## src/rtl/bfa_pkg.sv

```systemverilog
package bfa_pkg;

  typedef enum logic [2:0] {
    OP_INS   = 3'd0,
    OP_CLR   = 3'd1,
    OP_SEXT  = 3'd2,
    OP_UEXT  = 3'd3,
    OP_REV   = 3'd4,
    OP_MOVLO = 3'd5,
    OP_MOVHI = 3'd6,
    OP_RSVD  = 3'd7
  } opKind_e;

  // Strobes from control to datapath; exactly one path select is high per request.
  typedef struct packed {
    logic load;
    logic selIns;
    logic selClr;
    logic selSext;
    logic selUext;
    logic selRev;
    logic selLo;
    logic selHi;
    logic passDst;
    logic rangeBad;
  } strobes_t;

endpackage

```

## src/rtl/bfa_ctrl.sv

```systemverilog
module bfa_ctrl #(
  parameter int DATA_W = 32
) (
  input  logic                         clk,
  input  logic                         rstN,
  input  logic                         inValid,
  input  logic [2:0]                   opCode,
  input  logic [$clog2(DATA_W)-1:0]    lsbPos,
  input  logic [$clog2(DATA_W):0]      fieldWidth,
  output bfa_pkg::strobes_t            ctl
);
  import bfa_pkg::*;

  localparam int POS_W = $clog2(DATA_W);
  localparam int WID_W = POS_W + 1;
  localparam int SUM_W = WID_W + 1;

  opKind_e          opK;
  logic             fieldOp;
  logic [SUM_W-1:0] spanEnd;
  logic             badSpan;

  assign opK     = opKind_e'(opCode);
  assign fieldOp = (opK == OP_INS) || (opK == OP_CLR) ||
                   (opK == OP_SEXT) || (opK == OP_UEXT);
  assign spanEnd = SUM_W'(lsbPos) + SUM_W'(fieldWidth);
  assign badSpan = fieldOp &&
                   ((fieldWidth == '0) || (spanEnd > SUM_W'(DATA_W)));

  always_comb begin
    ctl          = '0;
    ctl.load     = inValid;
    ctl.rangeBad = badSpan;
    if (badSpan) begin
      ctl.passDst = 1'b1;
    end else begin
      unique case (opK)
        OP_INS:   ctl.selIns  = 1'b1;
        OP_CLR:   ctl.selClr  = 1'b1;
        OP_SEXT:  ctl.selSext = 1'b1;
        OP_UEXT:  ctl.selUext = 1'b1;
        OP_REV:   ctl.selRev  = 1'b1;
        OP_MOVLO: ctl.selLo   = 1'b1;
        OP_MOVHI: ctl.selHi   = 1'b1;
        default:  ctl.passDst = 1'b1;
      endcase
    end
  end

  // every request picks exactly one result path
  a_r10_one_path: assert property (@(posedge clk) disable iff (!rstN)
    ctl.load |-> ($countones({ctl.selIns, ctl.selClr, ctl.selSext, ctl.selUext,
                              ctl.selRev, ctl.selLo, ctl.selHi, ctl.passDst}) == 1));

  // codes above the field group never raise the range error
  a_r11_no_err_nonfield: assert property (@(posedge clk) disable iff (!rstN)
    (opCode[2] == 1'b1) |-> !ctl.rangeBad);

  // a full-width field starting at bit zero is legal
  a_r10_full_width_ok: assert property (@(posedge clk) disable iff (!rstN)
    (!opCode[2] && lsbPos == '0 && fieldWidth == WID_W'(DATA_W)) |-> !ctl.rangeBad);

endmodule

```

## src/rtl/bfa_datapath.sv

```systemverilog
module bfa_datapath #(
  parameter int DATA_W = 32
) (
  input  logic                         clk,
  input  logic                         rstN,
  input  bfa_pkg::strobes_t            ctl,
  input  logic [DATA_W-1:0]            dstVal,
  input  logic [DATA_W-1:0]            srcVal,
  input  logic [DATA_W/2-1:0]          immVal,
  input  logic [$clog2(DATA_W)-1:0]    lsbPos,
  input  logic [$clog2(DATA_W):0]      fieldWidth,
  output logic                         outValid,
  output logic [DATA_W-1:0]            result,
  output logic                         rangeErr
);
  localparam int HALF_W = DATA_W / 2;
  localparam int POS_W  = $clog2(DATA_W);
  localparam int WID_W  = POS_W + 1;

  logic [DATA_W-1:0] lowMask;
  logic [DATA_W-1:0] fieldMask;
  logic [DATA_W-1:0] insVal;
  logic [DATA_W-1:0] clrVal;
  logic [DATA_W-1:0] rawSlice;
  logic [DATA_W-1:0] uextVal;
  logic [DATA_W-1:0] sextVal;
  logic [DATA_W-1:0] revVal;
  logic [DATA_W-1:0] loVal;
  logic [DATA_W-1:0] hiVal;
  logic [DATA_W-1:0] nextVal;
  logic [POS_W-1:0]  topIdx;
  logic              signBit;

  // Low mask of 'width' ones; full width handled apart to avoid shift overflow.
  always_comb begin
    if (fieldWidth >= WID_W'(DATA_W)) lowMask = '1;
    else lowMask = (DATA_W'(1) << fieldWidth) - DATA_W'(1);
  end

  assign fieldMask = lowMask << lsbPos;
  assign insVal    = (dstVal & ~fieldMask) | ((srcVal << lsbPos) & fieldMask);
  assign clrVal    = dstVal & ~fieldMask;

  assign rawSlice  = srcVal >> lsbPos;
  assign topIdx    = POS_W'(fieldWidth - WID_W'(1));
  assign signBit   = rawSlice[topIdx];
  assign uextVal   = rawSlice & lowMask;
  assign sextVal   = uextVal | (signBit ? ~lowMask : '0);

  for (genvar k = 0; k < DATA_W; k++) begin : g_rev
    assign revVal[k] = srcVal[DATA_W-1-k];
  end

  assign loVal = {{HALF_W{1'b0}}, immVal};
  assign hiVal = {immVal, dstVal[HALF_W-1:0]};

  always_comb begin
    nextVal = dstVal;
    if (ctl.selIns)  nextVal = insVal;
    if (ctl.selClr)  nextVal = clrVal;
    if (ctl.selSext) nextVal = sextVal;
    if (ctl.selUext) nextVal = uextVal;
    if (ctl.selRev)  nextVal = revVal;
    if (ctl.selLo)   nextVal = loVal;
    if (ctl.selHi)   nextVal = hiVal;
  end

  always_ff @(posedge clk or negedge rstN) begin
    if (!rstN) begin
      outValid <= 1'b0;
      result   <= '0;
      rangeErr <= 1'b0;
    end else begin
      outValid <= ctl.load;
      if (ctl.load) begin
        result   <= nextVal;
        rangeErr <= ctl.rangeBad;
      end
    end
  end

  // valid follows the request one edge later
  a_r2_valid_follows: assert property (@(posedge clk) disable iff (!rstN)
    ctl.load |=> outValid);

  // idle edges hold the result
  a_r2_hold_idle: assert property (@(posedge clk) disable iff (!rstN)
    !ctl.load |=> (!outValid && $stable(result) && $stable(rangeErr)));

  // low constant leaves the upper half zero
  a_r3_lo_top_zero: assert property (@(posedge clk) disable iff (!rstN)
    (ctl.load && ctl.selLo) |=> (result[DATA_W-1:HALF_W] == '0));

  // high constant keeps the destination's low half
  a_r4_hi_keeps_low: assert property (@(posedge clk) disable iff (!rstN)
    (ctl.load && ctl.selHi) |=> (result[HALF_W-1:0] == $past(dstVal[HALF_W-1:0])));

  // cleared field reads zero
  a_r6_clr_zero: assert property (@(posedge clk) disable iff (!rstN)
    (ctl.load && ctl.selClr) |=> ((result & $past(fieldMask)) == '0));

  // top source bit lands in result bit zero
  a_r9_rev_end: assert property (@(posedge clk) disable iff (!rstN)
    (ctl.load && ctl.selRev) |=> (result[0] == $past(srcVal[DATA_W-1])));

  // rejected or reserved requests return the destination
  a_r10_pass_dst: assert property (@(posedge clk) disable iff (!rstN)
    (ctl.load && ctl.passDst) |=> (result == $past(dstVal)));

endmodule

```

## src/rtl/bitfield_alu.sv

```systemverilog
module bitfield_alu #(
  parameter int DATA_W = 32
) (
  input  logic                         clk,
  input  logic                         rstN,
  input  logic                         inValid,
  input  logic [2:0]                   opCode,
  input  logic [DATA_W-1:0]            dstVal,
  input  logic [DATA_W-1:0]            srcVal,
  input  logic [DATA_W/2-1:0]          immVal,
  input  logic [$clog2(DATA_W)-1:0]    lsbPos,
  input  logic [$clog2(DATA_W):0]      fieldWidth,
  output logic                         outValid,
  output logic [DATA_W-1:0]            result,
  output logic                         rangeErr
);
  bfa_pkg::strobes_t ctl;

  bfa_ctrl #(.DATA_W(DATA_W)) i_ctrl (
    .clk        (clk),
    .rstN       (rstN),
    .inValid    (inValid),
    .opCode     (opCode),
    .lsbPos     (lsbPos),
    .fieldWidth (fieldWidth),
    .ctl        (ctl)
  );

  bfa_datapath #(.DATA_W(DATA_W)) i_datapath (
    .clk        (clk),
    .rstN       (rstN),
    .ctl        (ctl),
    .dstVal     (dstVal),
    .srcVal     (srcVal),
    .immVal     (immVal),
    .lsbPos     (lsbPos),
    .fieldWidth (fieldWidth),
    .outValid   (outValid),
    .result     (result),
    .rangeErr   (rangeErr)
  );

endmodule

```

## config.mk

```make
export PLATFORM = sky130hd
export DESIGN_NAME = bitfield_alu
export DESIGN_NICKNAME = d
export VERILOG_FILES = /design/src/rtl/bfa_pkg.sv /design/src/rtl/bfa_ctrl.sv /design/src/rtl/bfa_datapath.sv /design/src/rtl/bitfield_alu.sv
export SDC_FILE = /design/constraint.sdc
export NUM_CORES = 1
export LEC_CHECK = 0
export ABC_AREA = 1
export BUFFER_PORTS_ARGS = -buffer_cell sky130_fd_sc_hd__buf_2
export CAP_MARGIN = 40
export CORE_AREA = 2 2 135 190
export CTS_CLUSTER_DIAMETER = 30
export DETAILED_ROUTE_END_ITERATION = 8
export DIE_AREA = 0 0 137 192
export MAX_ROUTING_LAYER = met4
export PLACE_DENSITY = 0.74
export RECOVER_POWER = 50
export SKIP_CTS_REPAIR_TIMING = 1
export SYNTH_ARGS = -nofsm -noshare
export SYNTH_HDL_FRONTEND = slang
export SYNTH_SLANG_ARGS = --single-unit
```

## constraint.sdc

```tcl
create_clock -name clk -period 1.05 [get_ports clk]
set_input_delay 0.105 -clock clk [delete_from_list [all_inputs] [get_ports clk]]
set_output_delay 0.105 -clock clk [all_outputs]
set_load 0.01 [all_outputs]
```

==> metrics.csv, run 1 <==
metric,value,unit
cts_buffer_depth,2,
gp_congestion,1.28,
ys.flop_type,dfrtp_1,
synth_top_area_share,0.260,
outcome,stopped before the end,
synth_cells,2232,
syn_area_per_cell,4.89,um2
die-height,192,um
ys_async_sr_fraction,1.00,
synthDistinctLibCells,49,
syn_area,10900,um2
worstEndpointType,sequential cell input,
grt_use_total,0.654,
cts_max_level,2,
hpwl,53.4,mm
ys_warn_count,0,
grt.overflow.total,17,
synth_area_leaders,"nand2_1 26%, nand3_1 17%, nor2_1 9.8%, dfrtp_1 7.8%, o21ai_0 6.5%",
grt-worst-endpoint,i_datapath.result[21]$_DFFE_PN0P_/D,
error,[ERROR GRT-0232] Routing congestion too high. Check the congestion heatmap in the GUI.,
cts_sinks,34,
synth_nets,2342,
cts-root-buf,clkbuf_16,
synth_most_common_cell,nand2_1,
cts_buffers,5,
dpl_cell_area,15100,um2
pin_count,131,
die_w,137,um
start_util,0.445,
synthTopCellsByCount,"755 x nand2_1, 377 x nand3_1, 285 x nor2_1",
portBuffers,130,
synth_edf_count,0,
synth-seq-area-share,0.0779,
grt_max_degree,95,
netlist.top_cell.by_area,nand2_1,
failing_step,5_1_grt,
num_rows,68,
yosys_register_bits,34,
-- through the flow --
step	utilization	setup slack (ns)	hold WS, ns	cells	setup TNS [ns]
2_1_floorplan	-	-1.65	-0.191	2232	-52.00
3_3_place_gp	0.617	-2.47	0.0782	3010	-72.19
3_5_place_dp	0.617	-2.46	0.0771	3010	-74.08
4_1_cts	0.624	-2.17	-0.221	3018	-64.64
-- per-layer routing --
metal  GRT overflow  track usage
met3              0        0.371
met2              7        0.862
met1              0        0.637
met4             10        0.691
met5              -            -
-- kinds of logic after synthesis --
family	synth area share
simple gates	0.583
mux	0.00459
buf+inv	0.122
flops	0.0779
fa+ha+maj	0.0156
compound gates	0.190
xor+xnor	0.00642
==> inputs of run 2 (changes only) <==
--- a/config.mk
+++ b/config.mk
@@ -8,12 +8,10 @@
 export ABC_AREA = 1
 export BUFFER_PORTS_ARGS = -buffer_cell sky130_fd_sc_hd__buf_2
 export CAP_MARGIN = 40
-export CORE_AREA = 2 2 135 190
-export CTS_CLUSTER_DIAMETER = 30
+export CORE_AREA = 2 2 194 196
 export DETAILED_ROUTE_END_ITERATION = 8
-export DIE_AREA = 0 0 137 192
-export MAX_ROUTING_LAYER = met4
-export PLACE_DENSITY = 0.74
+export DIE_AREA = 0 0 196 198
+export PLACE_DENSITY_LB_ADDON = 0.15
 export RECOVER_POWER = 50
 export SKIP_CTS_REPAIR_TIMING = 1
 export SYNTH_ARGS = -nofsm -noshare
==> run 2 against run 1 <==
Area after synthesis unchanged. Synthesized cell count stayed put. The flow now finishes, with violations (negative setup slack).
==> metrics.csv, run 2 <==
metric,value,unit
outcome,"finished, violations left",
failed_checks,negative setup slack,
synth-seq-area-share,0.0779,
post_drt_wl_per_cell,21.0,um
syn_to_final_growth,70.7,%
synth-simple-area-share,0.583,
power.leakage,9.64,nW
die-height,198,um
drive_gt1_frac,0.450,
synth_xor_area_frac,0.00642,
min_path_type,input pin to register,
portBuffers,130,
netlist.top_cell.by_area,nand2_1,
finalCriticalPeriod,2.77,ns
synthAdderAreaFrac,0.0156,
grt_pass1_vias,15500,
setup-violations-final,33,
wirelength,68.2,mm
synth_cells,2232,
num_rows,71,
final_cell_mix,"582 x nand2_1, 490 x buf_4, 237 x nand3_1",
peakVddDrop,531,uV
antenna_found_initial,0,
fin_util,0.504,
place_inst,3181,
arrival,2.98,ns
synth_top_area_share,0.260,
power_density,696,nW/um2
finalNonFillerCells,3252,
ys_async_sr_fraction,1.00,
clk_pin_slew,0.06,ns
synth_edf_count,0,
grt_max_degree,58,
hpwl,54.7,mm
cts_buffer_depth,2,
dpl_worst_slack,-2.43,ns
cp_max_fo,7,
yosys_register_bits,34,
cts_sinks,34,
ant_nets,0,
drtIter0Drc,1974,
grt_use_total,0.327,
mostFrequentLayoutCell,nand2_1,
cts_buffers,5,
synth_area_leaders,"nand2_1 26%, nand3_1 17%, nor2_1 9.8%, dfrtp_1 7.8%, o21ai_0 6.5%",
top_register,i_datapath.result,
gp_congestion,1.06,
critPathKind,input pin to register,
synth_compound_area_frac,0.190,
synth_top_family_by_area,simple AND/OR/NAND/NOR gates,
ys.flop_type,dfrtp_1,
clk_latency,0.28,ns
cap_violations,0,
drcViolationCount,0,
cts_max_level,2,
reg_top3,"i_datapath.result x32, i_datapath.outValid x1, i_datapath.rangeErr x1",
start_kind,input pin,
synthTopCellsByCount,"755 x nand2_1, 377 x nand3_1, 285 x nor2_1",
cts_tree,built,
firstDrtPassIters,6,
slew_viol_final,0,
core,37000,um2
setup_ws,-1.72,ns
ys_warn_count,0,
muxShareOfSynthArea,0.00459,
slew_headroom,0.525,
grt.overflow.total,0,
synthDistinctLibCells,49,
die_w,196,um
pin_count,131,
fillCellCount,3940,
synth_nets,2342,
finalCritPeriodShare,2.64,
largest_reg_flops,32,
die_area,38800,um2
hold_viol_final,0,
syn_area_per_cell,4.89,um2
syn_area,10900,um2
synth_most_common_cell,nand2_1,
num_vias,17600,
rsz0062_at_grt,yes,
max_freq,361,MHz
cp_data_required_time,1.26,ns
clock_skew,0,ns
end_kind,register,
cts-root-buf,clkbuf_16,
n_antenna_cell,0,
start_util,0.295,
routed_via_density,5.40,
tightestPinTransition,0.712,ns
fin_nets,2887,
grt_pass1_wl,96.2,mm
## run 2: per-stage QoR
| stage | power, mW | hold WS, ns | setup TNS (ns) | cell area, um2 |
|---|---|---|---|---|
| after floorplan | 5.64 | -0.191 | -52.00 | 11100 |
| after global placement | 9.61 | 0.0813 | -73.71 | 15400 |
| after detailed placement | 9.62 | 0.0853 | -75.12 | 15400 |
| after CTS | 11.2 | -0.215 | -66.11 | 15500 |
| after global routing | 13.7 | 0.170 | -57.12 | 18600 |
| final | 13.0 | 0.161 | -52.18 | 18600 |
## run 2: worst max-delay path, stage by stage
cell	delay (ns)
buf_6	0.10
buf_6	0.12
ha_4	0.18
buf_8	0.14
o211ai_1	0.33
nand2_1	0.16
nor2_4	0.14
nand3_1	0.10
nand2_1	0.14
buf_4	0.15
nand3_4	0.09
nand3_4	0.12
nand2_2	0.06
nand2_2	0.08
nand3_2	0.09
nand3_2	0.13
nand2_1	0.08
o21bai_1	0.19
nand2_1	0.08
nand2_1	0.07
nand2_1	0.05
nand2_1	0.07
nand2_1	0.05
a21oi_1	0.15
## run 2: worst paths after layout
path,to,slack [ns],start,depth (start not counted)
min in group asynchronous,i_datapath.rangeErr$_DFFE_PN0P_,0.46,rstN,3
min,i_datapath.result[31]$_DFFE_PN0P_,0.16,immVal[15],5
max in group asynchronous,i_datapath.result[24]$_DFFE_PN0P_,0.20,rstN,3
min reg2reg,i_datapath.result[4]$_DFFE_PN0P_,0.51,i_datapath.result[4]$_DFFE_PN0P_,2
max,i_datapath.result[21]$_DFFE_PN0P_,-1.72,fieldWidth[1],24
max reg2reg,i_datapath.result[23]$_DFFE_PN0P_,0.28,i_datapath.result[23]$_DFFE_PN0P_,2
## run 2: layout make-up
| class | count | area [um2] | share of cell area |
|---|---|---|---|
| multi-input cells | 1890 | 11000 | 0.589 |
| repair buffers | 686 | 5400 | 0.290 |
| flip-flops and latches | 34 | 858 | 0.0461 |
| inverters | 160 | 656 | 0.0352 |
| well taps | 474 | 593 | 0.0318 |
| clock buffers | 7 | 143 | 0.00765 |
| clock inverters | 1 | 5.00 | 0.000269 |
## run 2: cell families (layout without fill, tap and decap cells)
kind of cell	Yosys count	in the layout
buffers and inverters	308	854
adders and majority gates	13	13
DFF	34	34
AOI/OAI and AO/OA	367	367
muxes	5	5
and+or+nand+nor	1497	1497
xor gates and xnor gates	8	8
## run 2: power breakdown
part	internal [mW]	total (mW)	switching, mW
Sequential	1.51	1.72	0.214
Combinational	3.90	9.71	5.81
Clock	0.942	1.55	0.610
Total	6.35	13.0	6.63
## run 2: routing by layer
metal	up-vias	part of all wire	global-route usage	wire [um]
met5	-	0	0	0
met4	0	0.027	0.0699	1820
met3	103	0.095	0.0516	6500
met2	866	0.43	0.493	29200
met1	8163	0.45	0.485	30700
li1	8435	-	-	-
Note: power is estimated with default switching activity, not from simulation.
